===== src/rtl/cal_serial_pkg.sv =====
package cal_serial_pkg;
  localparam int RAM_WORDS  = 32;
  localparam int RAM_AW     = $clog2(RAM_WORDS);
  localparam int CMD_BITS   = 8;
  localparam int FRAME_BITS = 2 * CMD_BITS;
  localparam int PH_W       = $clog2(FRAME_BITS) + 1;

  localparam logic [7:0] CMD_STATUS_RD = 8'h30;
  localparam logic [7:0] CMD_CTRL_RD   = 8'h31;
  localparam logic [7:0] CMD_CTRL_WR   = 8'hB1;
  localparam logic [7:0] CMD_RAM_WR    = 8'h80;
  localparam logic [7:0] CMD_TIME      = 8'h20;

  localparam logic [7:0] STATUS_INIT  = 8'h90;
  localparam logic [7:0] STATUS_ACKED = 8'h18;
  localparam logic [7:0] STATUS_TICK  = 8'h08;
  localparam int         CTRL_ACK_BIT = 2;

  typedef struct packed {
    logic       cmdLoad;
    logic       shiftOut;
    logic       commit;
    logic       abort;
    logic [7:0] cmdByte;
    logic [7:0] dataByte;
  } strobe_t;

  function automatic logic [7:0] toBcd(input logic [6:0] v);
    toBcd = {4'(v / 7'd10), 4'(v % 7'd10)};
  endfunction
endpackage


===== src/rtl/cal_time_keeper.sv =====
module cal_time_keeper (
  input  logic       clk,
  input  logic       rstN,
  input  logic       tick,
  output logic [5:0] sec,
  output logic [5:0] min,
  output logic [4:0] hour,
  output logic [4:0] day,
  output logic [3:0] month,
  output logic [6:0] year
);
  function automatic logic [4:0] lastDay(input logic [3:0] m);
    case (m)
      4'd2:                      lastDay = 5'd28;
      4'd4, 4'd6, 4'd9, 4'd11:   lastDay = 5'd30;
      default:                   lastDay = 5'd31;
    endcase
  endfunction

  always_ff @(posedge clk or negedge rstN) begin
    if (!rstN) begin
      sec <= '0; min <= '0; hour <= '0;
      day <= 5'd1; month <= 4'd1; year <= '0;
    end else if (tick) begin
      if (sec != 6'd59) sec <= sec + 6'd1;
      else begin
        sec <= '0;
        if (min != 6'd59) min <= min + 6'd1;
        else begin
          min <= '0;
          if (hour != 5'd23) hour <= hour + 5'd1;
          else begin
            hour <= '0;
            if (day != lastDay(month)) day <= day + 5'd1;
            else begin
              day <= 5'd1;
              if (month != 4'd12) month <= month + 4'd1;
              else begin
                month <= 4'd1;
                year  <= (year == 7'd99) ? 7'd0 : year + 7'd1;
              end
            end
          end
        end
      end
    end
  end
endmodule


===== src/rtl/cal_serial_ctrl.sv =====
module cal_serial_ctrl
  import cal_serial_pkg::*;
(
  input  logic    clk,
  input  logic    rstN,
  input  logic    chipEn,
  input  logic    serClk,
  input  logic    serDataIn,
  output strobe_t strb
);
  localparam logic [PH_W-1:0] LAST_CMD = PH_W'(CMD_BITS - 1);
  localparam logic [PH_W-1:0] LAST_BIT = PH_W'(FRAME_BITS - 1);
  localparam logic [PH_W-1:0] DONE     = PH_W'(FRAME_BITS);

  logic            prevClk;
  logic [PH_W-1:0] phase;
  logic [7:0]      cmdReg;
  logic [7:0]      valReg;
  logic            fallEdge;
  logic            inCmd;

  assign fallEdge = chipEn && prevClk && !serClk && (phase < DONE);
  assign inCmd    = (phase <= LAST_CMD);

  always_ff @(posedge clk or negedge rstN) begin
    if (!rstN) begin
      prevClk <= 1'b0;
      phase   <= '0;
      cmdReg  <= '0;
      valReg  <= '0;
    end else begin
      prevClk <= serClk;
      if (!chipEn) begin
        phase  <= '0;
        cmdReg <= '0;
        valReg <= '0;
      end else if (fallEdge) begin
        phase <= phase + 1'b1;
        if (inCmd) cmdReg <= {cmdReg[6:0], serDataIn};
        else       valReg <= {valReg[6:0], serDataIn};
      end
    end
  end

  always_comb begin
    strb.abort    = !chipEn;
    strb.cmdLoad  = fallEdge && (phase == LAST_CMD);
    strb.shiftOut = fallEdge && !inCmd;
    strb.commit   = fallEdge && (phase == LAST_BIT);
    strb.cmdByte  = strb.cmdLoad ? {cmdReg[6:0], serDataIn} : cmdReg;
    strb.dataByte = {valReg[6:0], serDataIn};
  end
endmodule


===== src/rtl/cal_serial_datapath.sv =====
module cal_serial_datapath
  import cal_serial_pkg::*;
(
  input  logic    clk,
  input  logic    rstN,
  input  strobe_t strb,
  input  logic    secTick,
  output logic    serDataOut,
  output logic    clkIrq
);
  logic [7:0] ram [RAM_WORDS];
  logic [7:0] statusReg, ctrlReg, outShift, outNext;
  logic       readOn;
  logic [5:0] sec, min;
  logic [4:0] hour, day;
  logic [3:0] month;
  logic [6:0] year;

  cal_time_keeper u_time (
    .clk(clk), .rstN(rstN), .tick(secTick),
    .sec(sec), .min(min), .hour(hour), .day(day), .month(month), .year(year)
  );

  always_comb begin
    outNext = 8'h00;
    if (strb.cmdByte[7:RAM_AW] == '0)
      outNext = ram[strb.cmdByte[RAM_AW-1:0]];
    else if (strb.cmdByte == CMD_STATUS_RD)
      outNext = statusReg;
    else if (strb.cmdByte == CMD_CTRL_RD)
      outNext = ctrlReg;
    else if (strb.cmdByte[7:4] == CMD_TIME[7:4]) begin
      case (strb.cmdByte[3:0])
        4'd0:    outNext = toBcd(7'(sec));
        4'd1:    outNext = toBcd(7'(min));
        4'd2:    outNext = toBcd(7'(hour));
        4'd3:    outNext = toBcd(7'(day));
        4'd4:    outNext = toBcd(7'(month));
        4'd5:    outNext = toBcd(year);
        default: outNext = 8'h00;
      endcase
    end
  end

  assign serDataOut = readOn & outShift[7];

  always_ff @(posedge clk or negedge rstN) begin
    if (!rstN) begin
      outShift <= '0;
      readOn   <= 1'b0;
    end else if (strb.abort) begin
      outShift <= '0;
      readOn   <= 1'b0;
    end else if (strb.cmdLoad) begin
      outShift <= outNext;
      readOn   <= 1'b1;
    end else if (strb.shiftOut) begin
      outShift <= {outShift[6:0], 1'b0};
      if (strb.commit) readOn <= 1'b0;
    end
  end

  always_ff @(posedge clk or negedge rstN) begin
    if (!rstN) begin
      for (int i = 0; i < RAM_WORDS; i++) ram[i] <= '0;
      statusReg <= STATUS_INIT;
      ctrlReg   <= '0;
      clkIrq    <= 1'b0;
    end else begin
      if (strb.commit) begin
        if (strb.cmdByte[7:RAM_AW] == CMD_RAM_WR[7:RAM_AW])
          ram[strb.cmdByte[RAM_AW-1:0]] <= strb.dataByte;
        if (strb.cmdByte == CMD_CTRL_WR) begin
          ctrlReg <= strb.dataByte;
          if (strb.dataByte[CTRL_ACK_BIT]) begin
            statusReg <= (statusReg & ~STATUS_ACKED) | (secTick ? STATUS_TICK : 8'h00);
            clkIrq    <= secTick;
          end
        end
      end
      if (secTick) begin
        statusReg[3] <= 1'b1;
        clkIrq       <= 1'b1;
      end
    end
  end
endmodule


===== src/rtl/cal_serial_slave.sv =====
module cal_serial_slave
  import cal_serial_pkg::*;
(
  input  logic clk,
  input  logic rstN,
  input  logic chipEn,
  input  logic serClk,
  input  logic serDataIn,
  input  logic secTick,
  output logic serDataOut,
  output logic clkIrq
);
  strobe_t strb;

  cal_serial_ctrl u_ctrl (
    .clk(clk), .rstN(rstN), .chipEn(chipEn),
    .serClk(serClk), .serDataIn(serDataIn), .strb(strb)
  );

  cal_serial_datapath u_dp (
    .clk(clk), .rstN(rstN), .strb(strb), .secTick(secTick),
    .serDataOut(serDataOut), .clkIrq(clkIrq)
  );
endmodule


===== config.mk =====
export PLATFORM = sky130hd
export DESIGN_NAME = cal_serial_slave
export DESIGN_NICKNAME = d
export VERILOG_FILES = /design/src/rtl/cal_serial_pkg.sv /design/src/rtl/cal_time_keeper.sv /design/src/rtl/cal_serial_ctrl.sv /design/src/rtl/cal_serial_datapath.sv /design/src/rtl/cal_serial_slave.sv
export SDC_FILE = /design/constraint.sdc
export NUM_CORES = 1
export LEC_CHECK = 0
export BUFFER_PORTS_ARGS = -buffer_cell sky130_fd_sc_hd__buf_2
export CAP_MARGIN = 10
export CORE_MARGIN = 5
export CORE_UTILIZATION = 50
export DETAILED_ROUTE_END_ITERATION = 12
export PLACE_DENSITY = 0.72
export SYNTH_ARGS = -nofsm -noshare
export SYNTH_HDL_FRONTEND = slang
export SYNTH_SLANG_ARGS = --single-unit

===== constraint.sdc =====
create_clock -name clk -period 4.1 [get_ports clk]
set_input_delay 1.025 -clock clk [delete_from_list [all_inputs] [get_ports clk]]
set_output_delay 1.025 -clock clk [all_outputs]
set_load 0.02 [all_outputs]

==> reports/qor.log, run 1 <==
[run_status] outcome finished clean
[synthesis] area of the mapped netlist 16050 um2
[critical_path] delay of the slowest cell on the worst path 0.51 ns
[synthesis] count of flip-flops with a built-in enable after synthesis 0
[critical_path] setup slack on the worst flop-to-flop path 0.25 ns
[critical_path] cell with the most instances on the worst path sky130_fd_sc_hd__buf_4
[clock_network] count of hold buffers inserted by post-cts repair 0
[critical_path] Worst Path Max Fanout 13
[synthesis] top-area cell type share of the netlist area 0.5083
[die] DIE WIDTH 189.2 um
[grt] initial antenna violation count 0
[die] height of the die 189.2 um
[clock_network] TritonCTS Buffers 36
[finish] share of layout cells above drive strength 1 0.3056
[grt] via count of the first global-routing pass 12814
[finish] register area 8237 um2
[power_and_ir_drop] leakage 8.843 nW
[critical_path] startpoint kind of the worst setup timing path primary input
[route] routed len/inst 22.40 um
[grt] global-route wire length before repair 72.17 mm
[clock_network] largest buffer count on any clock path 3
[placed_design] post-placement worst setup slack -0.3743 ns
[critical_path] sort of element at the end of the critical path flop
[critical_path] critical-path cell with the highest stage delay sky130_fd_sc_hd__a2111oi_0
[synthesis] average size of a mapped cell 10.91 um2
[worst_hold_path] worst hold path class reg2reg
[critical_path] crit-path cells buf_2 > nand3b_2 > nor2_4 > buf_4 > o22a_2 > buf_4 > buf_12 > o22ai_1 > nor3_1 > buf_4 > o311ai_0 > a2111oi_0 > buf_4 > a21oi_1 > a21oi_1 > a221o_1
[route] detail-routed via count per cell 6.348
[synthesis] number of library cell types mapped by synthesis 87
[clock_network] latest clock arrival within the worst-skew pair 0.53 ns
[power_and_ir_drop] Max rail drop VDD 0.0003241 V
[synthesis] cell with the most instances after synthesis sky130_fd_sc_hd__dfrtp_1
[synthesis] largest cells by area after synthesis sky130_fd_sc_hd__dfrtp_1 (51%), sky130_fd_sc_hd__mux2_2 (16%), sky130_fd_sc_hd__o22ai_1 (5.1%), sky130_fd_sc_hd__nand2_1 (3.5%), sky130_fd_sc_hd__o21ai_0 (3.2%)
[finish] fill count 2499
[die] IO Count 8
[clock_network] clock input transition at the sequential cells of the worst setup and hold paths 0.06 ns
[critical_path] critical path start-end classification in2reg
[grt] total track usage 0.2503
[placed_design] Final HPWL DP 30.18 mm
[grt] largest net degree at the start of global routing 78
[synthesis] post-synth top area cell sky130_fd_sc_hd__dfrtp_1
[route] via count 12690
[synthesis] top post-synthesis cells by count sky130_fd_sc_hd__dfrtp_1 (326), sky130_fd_sc_hd__mux2_2 (235), sky130_fd_sc_hd__nand2_1 (150), sky130_fd_sc_hd__o22ai_1 (131), sky130_fd_sc_hd__o21ai_0 (104)
[clock_network] CTS H-tree lvls 2
[die] initial standard-cell utilization of the core 0.5073
[placed_design] number of buffers inserted by port buffering 7
[timing] FMAX 256.5 MHz
[synthesis] Post-synth ARST share 1.000
[finish] NumNets Final 1588
[route] count of nets left with antenna violations after detail routing 0
[route] WL final 44.78 mm
[synthesis] post-synthesis sequential element count 329
[clock_network] setup bufs post-CTS 0
[synthesis] Most used DFF post-synth sky130_fd_sc_hd__dfrtp_1
[timing] Worst Hold Margin 0.4706 ns
[clock_network] TritonCTS clock tree yes
[critical_path] Worst EP required 4.56 ns
[timing] number of setup violations in the final report 0
[timing] final period utilization 0.9508
[grt] final global-route overflow total 0
[synthesis] proportion of synthesized chip area in sequential cells 0.5133
[timing] Worst Slack Setup Final 0.2017 ns
[route] first drt pass iteration count 5
[timing] minimum clock period after layout 3.898 ns
[clock_network] clock sinks 329
[timing] final setup skew 0.02039 ns
[route] Starting DRT DRC Count 1061
[die] Die ar. 35780 um2
[route] DRC 0
[timing] final slew viol count 0
[clock_network] clock tree root buffer cell sky130_fd_sc_hd__clkbuf_16
[die] standard-cell row count 65
[power_and_ir_drop] power per standard cell area 389.3 nW/um2
[finish] layout overhead on the synthesized area 16.87%
[finish] count of antenna diodes in the layout 0
[die] Floorplan Core Area 31640 um2
[power_and_ir_drop] power after layout 7.301 mW
[timing] Final Hold Fails 0
[timing] pin slew with the least headroom to its limit 0.7319 ns
[finish] multi-input combinational cell area 7365 um2
[synthesis] synthesized netlist cell count 1471
[synthesis] number of nets produced by synthesis 1489
[critical_path] data arrival at the endpoint of the critical path 4.36 ns
[timing] Slew HR 0.5120
[run] number of max-cap violations 0
[synthesis] warnings from Yosys 0
[placed_design] gpl congestion 0.9146
[per-stage QoR]
stage | std cells | instance area, um2 | util | setup TNS [ns]
after global placement | 1933 | 17530 | 0.5540 | -0.5222
after detailed placement | 1933 | 17530 | 0.5540 | -1.107
after CTS | 1998 | 18710 | 0.5914 | 0
after floorplan | 1471 | 16050 | - | 0
final | 1999 | 18760 | 0.5928 | 0
after global routing | 1999 | 18760 | 0.5928 | -0.01272
[worst max-delay path: cells and delay by family]
family	cells	cell delay, ns
buffers and inverters	6	1.13
and+or+nand+nor	3	0.91
AOI/OAI and AO/OA	7	1.28
[cell families (layout without fill, tap and decap cells)]
| family | count (synthesis) | after routing | share of synthesized area |
|---|---|---|---|
| AOI/OAI and AO/OA | 367 | 367 | 0.1510 |
| DFF | 329 | 329 | 0.5133 |
| adders and majority gates | 12 | 12 | 0.009356 |
| buffers and inverters | 116 | 242 | 0.03041 |
| xor gates and xnor gates | 13 | 13 | 0.007095 |
| muxes | 242 | 242 | 0.1693 |
| and+or+nand+nor | 392 | 392 | 0.1196 |
[layout by cell type, fill, tap and decap left out, drive strengths merged, types with 5 or more instances in the layout]
cell type,instances
dfrtp,326
mux2,235
buf,157
nand2,152
o22ai,133
o21ai,110
nor2,71
clkbuf,55
nand3,44
nor3,43
a21oi,36
inv,22
nand4,16
ha,12
xnor2,10
and2,10
and3,9
nand3b,9
or3,9
o311ai,9
o31ai,8
mux2i,7
nor3b,7
a211oi,7
nand2b,6
nor4,5
a221o,5
o221ai,5
clkinv,5
a31oi,5
[power breakdown]
group          internal (mW)  switching, mW  total (mW)  leakage, nW
sequential              3.27         0.0534        3.33         4.56
combinational          0.317          0.420       0.737         3.70
clock                   1.91           1.33        3.24        0.579
[timing repair]
| item | CTS | global route |
|---|---|---|
| endpoints found under the hold margin | 0 | 0 |
| gates resized for setup | 0 | 3 |
| endpoints found under the setup margin | 0 | 2 |
[metal layers]
| metal | vias to the layer above | wire (um) | share of wire | track usage |
|---|---|---|---|---|
| met5 | - | 0 | 0 | 0 |
| met4 | 0 | 1454 | 0.032 | 0.08268 |
| met3 | 99 | 3003 | 0.067 | 0.03835 |
| met2 | 476 | 20910 | 0.47 | 0.4016 |
| met1 | 6450 | 19410 | 0.43 | 0.3516 |
| li1 | 5665 | - | - | - |
[final timing paths]
| check | end | depth (start not counted) | from |
|---|---|---|---|
| setup / recovery | u_dp.outShift[5]$_DFFE_PN0P_ | 16 | serClk |
| hold / removal | u_dp.ctrlReg[1]$_DFFE_PN0P_ | 2 | u_dp.ctrlReg[1]$_DFFE_PN0P_ |
| setup reg to reg | u_dp.outShift[2]$_DFFE_PN0P_ | 19 | u_ctrl.phase[0]$_DFFE_PN0P_ |
| hold reg to reg | u_dp.ctrlReg[1]$_DFFE_PN0P_ | 2 | u_dp.ctrlReg[1]$_DFFE_PN0P_ |
| max in group asynchronous | u_dp.ram[255]$_DFFE_PN0P_ | 2 | rstN |
| min in group asynchronous | u_dp.u_time.sec[2]$_DFFE_PN0P_ | 1 | rstN |
[state kept, by name (all words and copies together) (netlist names), 4 cells and up]
signal,count
u_dp.ctrlReg,8
u_dp.u_time.min,6
u_ctrl.valReg,7
u_ctrl.phase,5
u_dp.u_time.month,4
u_dp.ram,256
u_dp.u_time.sec,6
u_dp.u_time.year,7
u_dp.u_time.day,5
u_dp.u_time.hour,5
u_ctrl.cmdReg,8
u_dp.outShift,8
[layout make-up]
type,count,area share
clock inverters,10,0.007071
repair buffers,157,0.07418
multi-input cells,1026,0.3927
well taps,402,0.02682
clock buffers,55,0.05610
flip-flops and latches,329,0.4392
inverters,20,0.004003
No activity file was read; power rests on OpenSTA's default activity.
==> inputs of run 2 (changes only) <==
- CORE_MARGIN: 5 -> 2
- REMOVE_ABC_BUFFERS: unset -> 1
==> run 2 against run 1 <==
  * Global-route usage increased by 2.6 points
  * Non-clock buffer count down 5
  * Via count down 0.46%
  * Maximum frequency grew 2.2%
  * Count of clock-buffer cells in the layout decreased by 2
  * Sequential share of layout area up 0.37 points
  * Critical path depth is 4 lower
  * Utilization is 0.34 points lower
  * Highest routed layer unchanged
==> reports/qor.log, run 2 (same netlist as run 1, synthesis figures left out) <==
[route] via count 12632 [-0.46%]
[power_and_ir_drop] power per standard cell area 384.6 nW/um2 [-1.2%]
[timing] number of setup violations in the final report 0 [unchanged]
[route] DRC 0 [unchanged]
[grt] total track usage 0.2760 [+0.02575]
[finish] NumNets Final 1582 [-0.38%]
[clock_network] clock sinks 329 [unchanged]
[finish] final instance area 18600 um2 [-0.83%]
[die] height of the die 183.2 um [-3.2%]
[clock_network] clock tree root buffer cell sky130_fd_sc_hd__clkbuf_16
[critical_path] data arrival at the endpoint of the critical path 4.22 ns [-0.14 ns]
[placed_design] number of buffers inserted by port buffering 7 [unchanged]
[critical_path] endpoint of the worst setup timing path u_dp.ram[106]$_DFFE_PN0P_
[timing] Final Hold Fails 0 [unchanged]
[placed_design] post-placement worst setup slack -0.1085 ns [+0.2658 ns]
[run] number of max-cap violations 0 [unchanged]
[die] Die ar. 33540 um2 [-6.2%]
[critical_path] Critical Path Source u_ctrl.phase[0]$_DFFE_PN0P_
[route] detail-routed via count per cell 6.351 [about the same]
[power_and_ir_drop] power after layout 7.154 mW [-2.0%]
[clock_network] largest buffer count on any clock path 3 [unchanged]
[clock_network] TritonCTS clock tree yes
[clock_network] TritonCTS Buffers 35 [-2.8%]
[clock_network] post-CTS resize count 0 [unchanged]
[clock_network] latest clock arrival within the worst-skew pair 0.54 ns [about the same]
[worst_hold_path] worst hold path class reg2reg
[finish] count of antenna diodes in the layout 0 [unchanged]
[critical_path] Worst EP required 4.50 ns [-0.06 ns]
[critical_path] reg-to-reg critical path startpoint u_ctrl.phase[0]$_DFFE_PN0P_
[timing] FMAX 262.1 MHz [+2.2%]
[placed_design] area post-placement 17480 um2 [-0.24%]
[placed_design] gpl congestion 0.9305 [+1.7%]
[timing] minimum clock period after layout 3.816 ns [-0.08257 ns]
[clock_network] setup bufs post-CTS 0 [unchanged]
[grt] final global-route overflow total 0 [unchanged]
[finish] layout overhead on the synthesized area 15.90%
[route] routed len/inst 22.68 um [+1.2%]
[route] WL final 45.11 mm [+0.74%]
[grt] via count of the first global-routing pass 12885 [+0.55%]
[die] IO Count 8 [unchanged]
[timing] final slew viol count 0 [unchanged]
[critical_path] sort of element at the end of the critical path flop
[grt] global-route wire length before repair 72.10 mm [about the same]
[finish] commonest cells after routing, fill and taps aside sky130_fd_sc_hd__dfrtp_1 (326), sky130_fd_sc_hd__mux2_2 (235), sky130_fd_sc_hd__nand2_1 (149), sky130_fd_sc_hd__o22ai_1 (131), sky130_fd_sc_hd__buf_4 (130)
[critical_path] setup slack on the worst flop-to-flop path 0.28 ns [+0.03 ns]
[critical_path] critical path start-end classification reg2reg
[power_and_ir_drop] leakage 8.771 nW [-0.81%]
[finish] share of layout cells above drive strength 1 0.3031 [-0.002485]
[die] standard-cell row count 65 [unchanged]
[timing] final period utilization 0.9307 [-0.02014]
[timing] RSZ-0062 raised after global routing false
[grt] largest net degree at the start of global routing 104 [+33%]
[power_and_ir_drop] Max rail drop VDD 0.0003147 V [-2.9%]
[finish] most flop-heavy register u_dp.ram
[critical_path] Worst Path Max Fanout 16 [+3]
[die] DIE WIDTH 183.2 um [-3.2%]
[run_status] outcome finished clean
[timing] final setup skew 0.02214 ns [+0.001754 ns]
[critical_path] startpoint kind of the worst setup timing path flop
[timing] Slew HR 0.4226 [-0.08943]
[finish] commonest non-fill, non-tap cell in the layout sky130_fd_sc_hd__dfrtp_1
[timing] Worst Slack Setup Final 0.2842 ns [+0.08257 ns]
[clock_network] CTS H-tree lvls 2 [unchanged]
[die] initial standard-cell utilization of the core 0.5086 [+0.001307]
[clock_network] count of hold buffers inserted by post-cts repair 0 [unchanged]
[critical_path] reg2reg end u_dp.ram[106]$_DFFE_PN0P_
[critical_path] worst-case reg-to-reg path depth 12 [-7]
[route] Starting DRT DRC Count 1222 [+15%]
[placed_design] Final HPWL DP 30.15 mm [about the same]
[timing] pin slew with the least headroom to its limit 0.8661 ns [+0.1342 ns]
[route] first drt pass iteration count 5 [unchanged]
[clock_network] clock input transition at the sequential cells of the worst setup and hold paths 0.06 ns [about the same]
[route] count of nets left with antenna violations after detail routing 0 [unchanged]
[die] Floorplan Core Area 31560 um2 [-0.26%]
[grt] initial antenna violation count 0 [unchanged]
[finish] number of flip-flops under the largest register name 256 [unchanged]
run 2: cell types whose count changed in the layout (fill, tap and decap cells not counted), sizes merged:
cell	before	now
buf	157	152
bufinv	2	0
clkbuf	55	53
clkinv	5	6
inv	22	20
run 2: area by class of cell:
type	instances	area (um2)
Multi-Input combinational cell	1026	7347
Fill cell	2559	12950
Clock inverter	7	63.81
Clock buffer	53	1054
Timing Repair Buffer	152	1321
Sequential cell	329	8237
Inverter	20	75.07
Tap cell	402	503.0
run 2: worst min-delay path by stage:
stage,slack (ns),start,cells past startpoint,to
after floorplan,0.44,u_dp.ctrlReg[1]$_DFFE_PN0P_,2,u_dp.ctrlReg[1]$_DFFE_PN0P_
after global placement,0.45,u_dp.ctrlReg[6]$_DFFE_PN0P_,2,u_dp.ctrlReg[6]$_DFFE_PN0P_
after detailed placement,0.46,u_dp.ctrlReg[7]$_DFFE_PN0P_,2,u_dp.ctrlReg[7]$_DFFE_PN0P_
after CTS,0.47,u_dp.ctrlReg[7]$_DFFE_PN0P_,2,u_dp.ctrlReg[7]$_DFFE_PN0P_
after global routing,0.49,u_dp.ctrlReg[5]$_DFFE_PN0P_,2,u_dp.ctrlReg[5]$_DFFE_PN0P_
final,0.47,u_dp.ctrlReg[5]$_DFFE_PN0P_,2,u_dp.ctrlReg[5]$_DFFE_PN0P_
run 2: through the flow:
stage               setup TNS [ns]  hold WS, ns  cells    util
finish                           0       0.4651   1989  0.5895
global route                     0       0.4855   1989  0.5895
CTS                              0       0.4691   1989  0.5895
detailed placement         -0.2447       0.4562   1929  0.5540
global placement           -0.1039       0.4497   1929  0.5540
floorplan                  -125.83       0.4391   1375       -
run 2: routing by layer:
metal	vias to the layer above	share of wire	global-route usage
met4	0	0.044	0.1251
met1	6367	0.42	0.3703
li1	5652	-	-
met2	490	0.47	0.4455
met5	-	0	0.004444
met3	123	0.062	0.04210
run 2: worst max-delay path: stages, from the launching register on:
cell and delay, ns:
sky130_fd_sc_hd__dfrtp_1 0.41, sky130_fd_sc_hd__ha_1 0.30, sky130_fd_sc_hd__and4bb_1 0.22, sky130_fd_sc_hd__buf_4 0.19, sky130_fd_sc_hd__nand2_4 0.10, sky130_fd_sc_hd__buf_4 0.16, sky130_fd_sc_hd__buf_4 0.23, sky130_fd_sc_hd__nand2_1 0.15
sky130_fd_sc_hd__o22ai_1 0.24, sky130_fd_sc_hd__nand2_1 0.23, sky130_fd_sc_hd__nor2_1 0.57, sky130_fd_sc_hd__nand2_1 0.49, sky130_fd_sc_hd__mux2_2 0.40
run 2: power by group:
| part | switching, mW | total [mW] | internal [mW] | leakage [nW] |
|---|---|---|---|---|
| Sequential | 0.0497 | 3.32 | 3.27 | 4.56 |
| Combinational | 0.416 | 0.734 | 0.318 | 3.66 |
| Clock | 1.32 | 3.10 | 1.78 | 0.548 |
| Total | 1.79 | 7.15 | 5.37 | 8.77 |
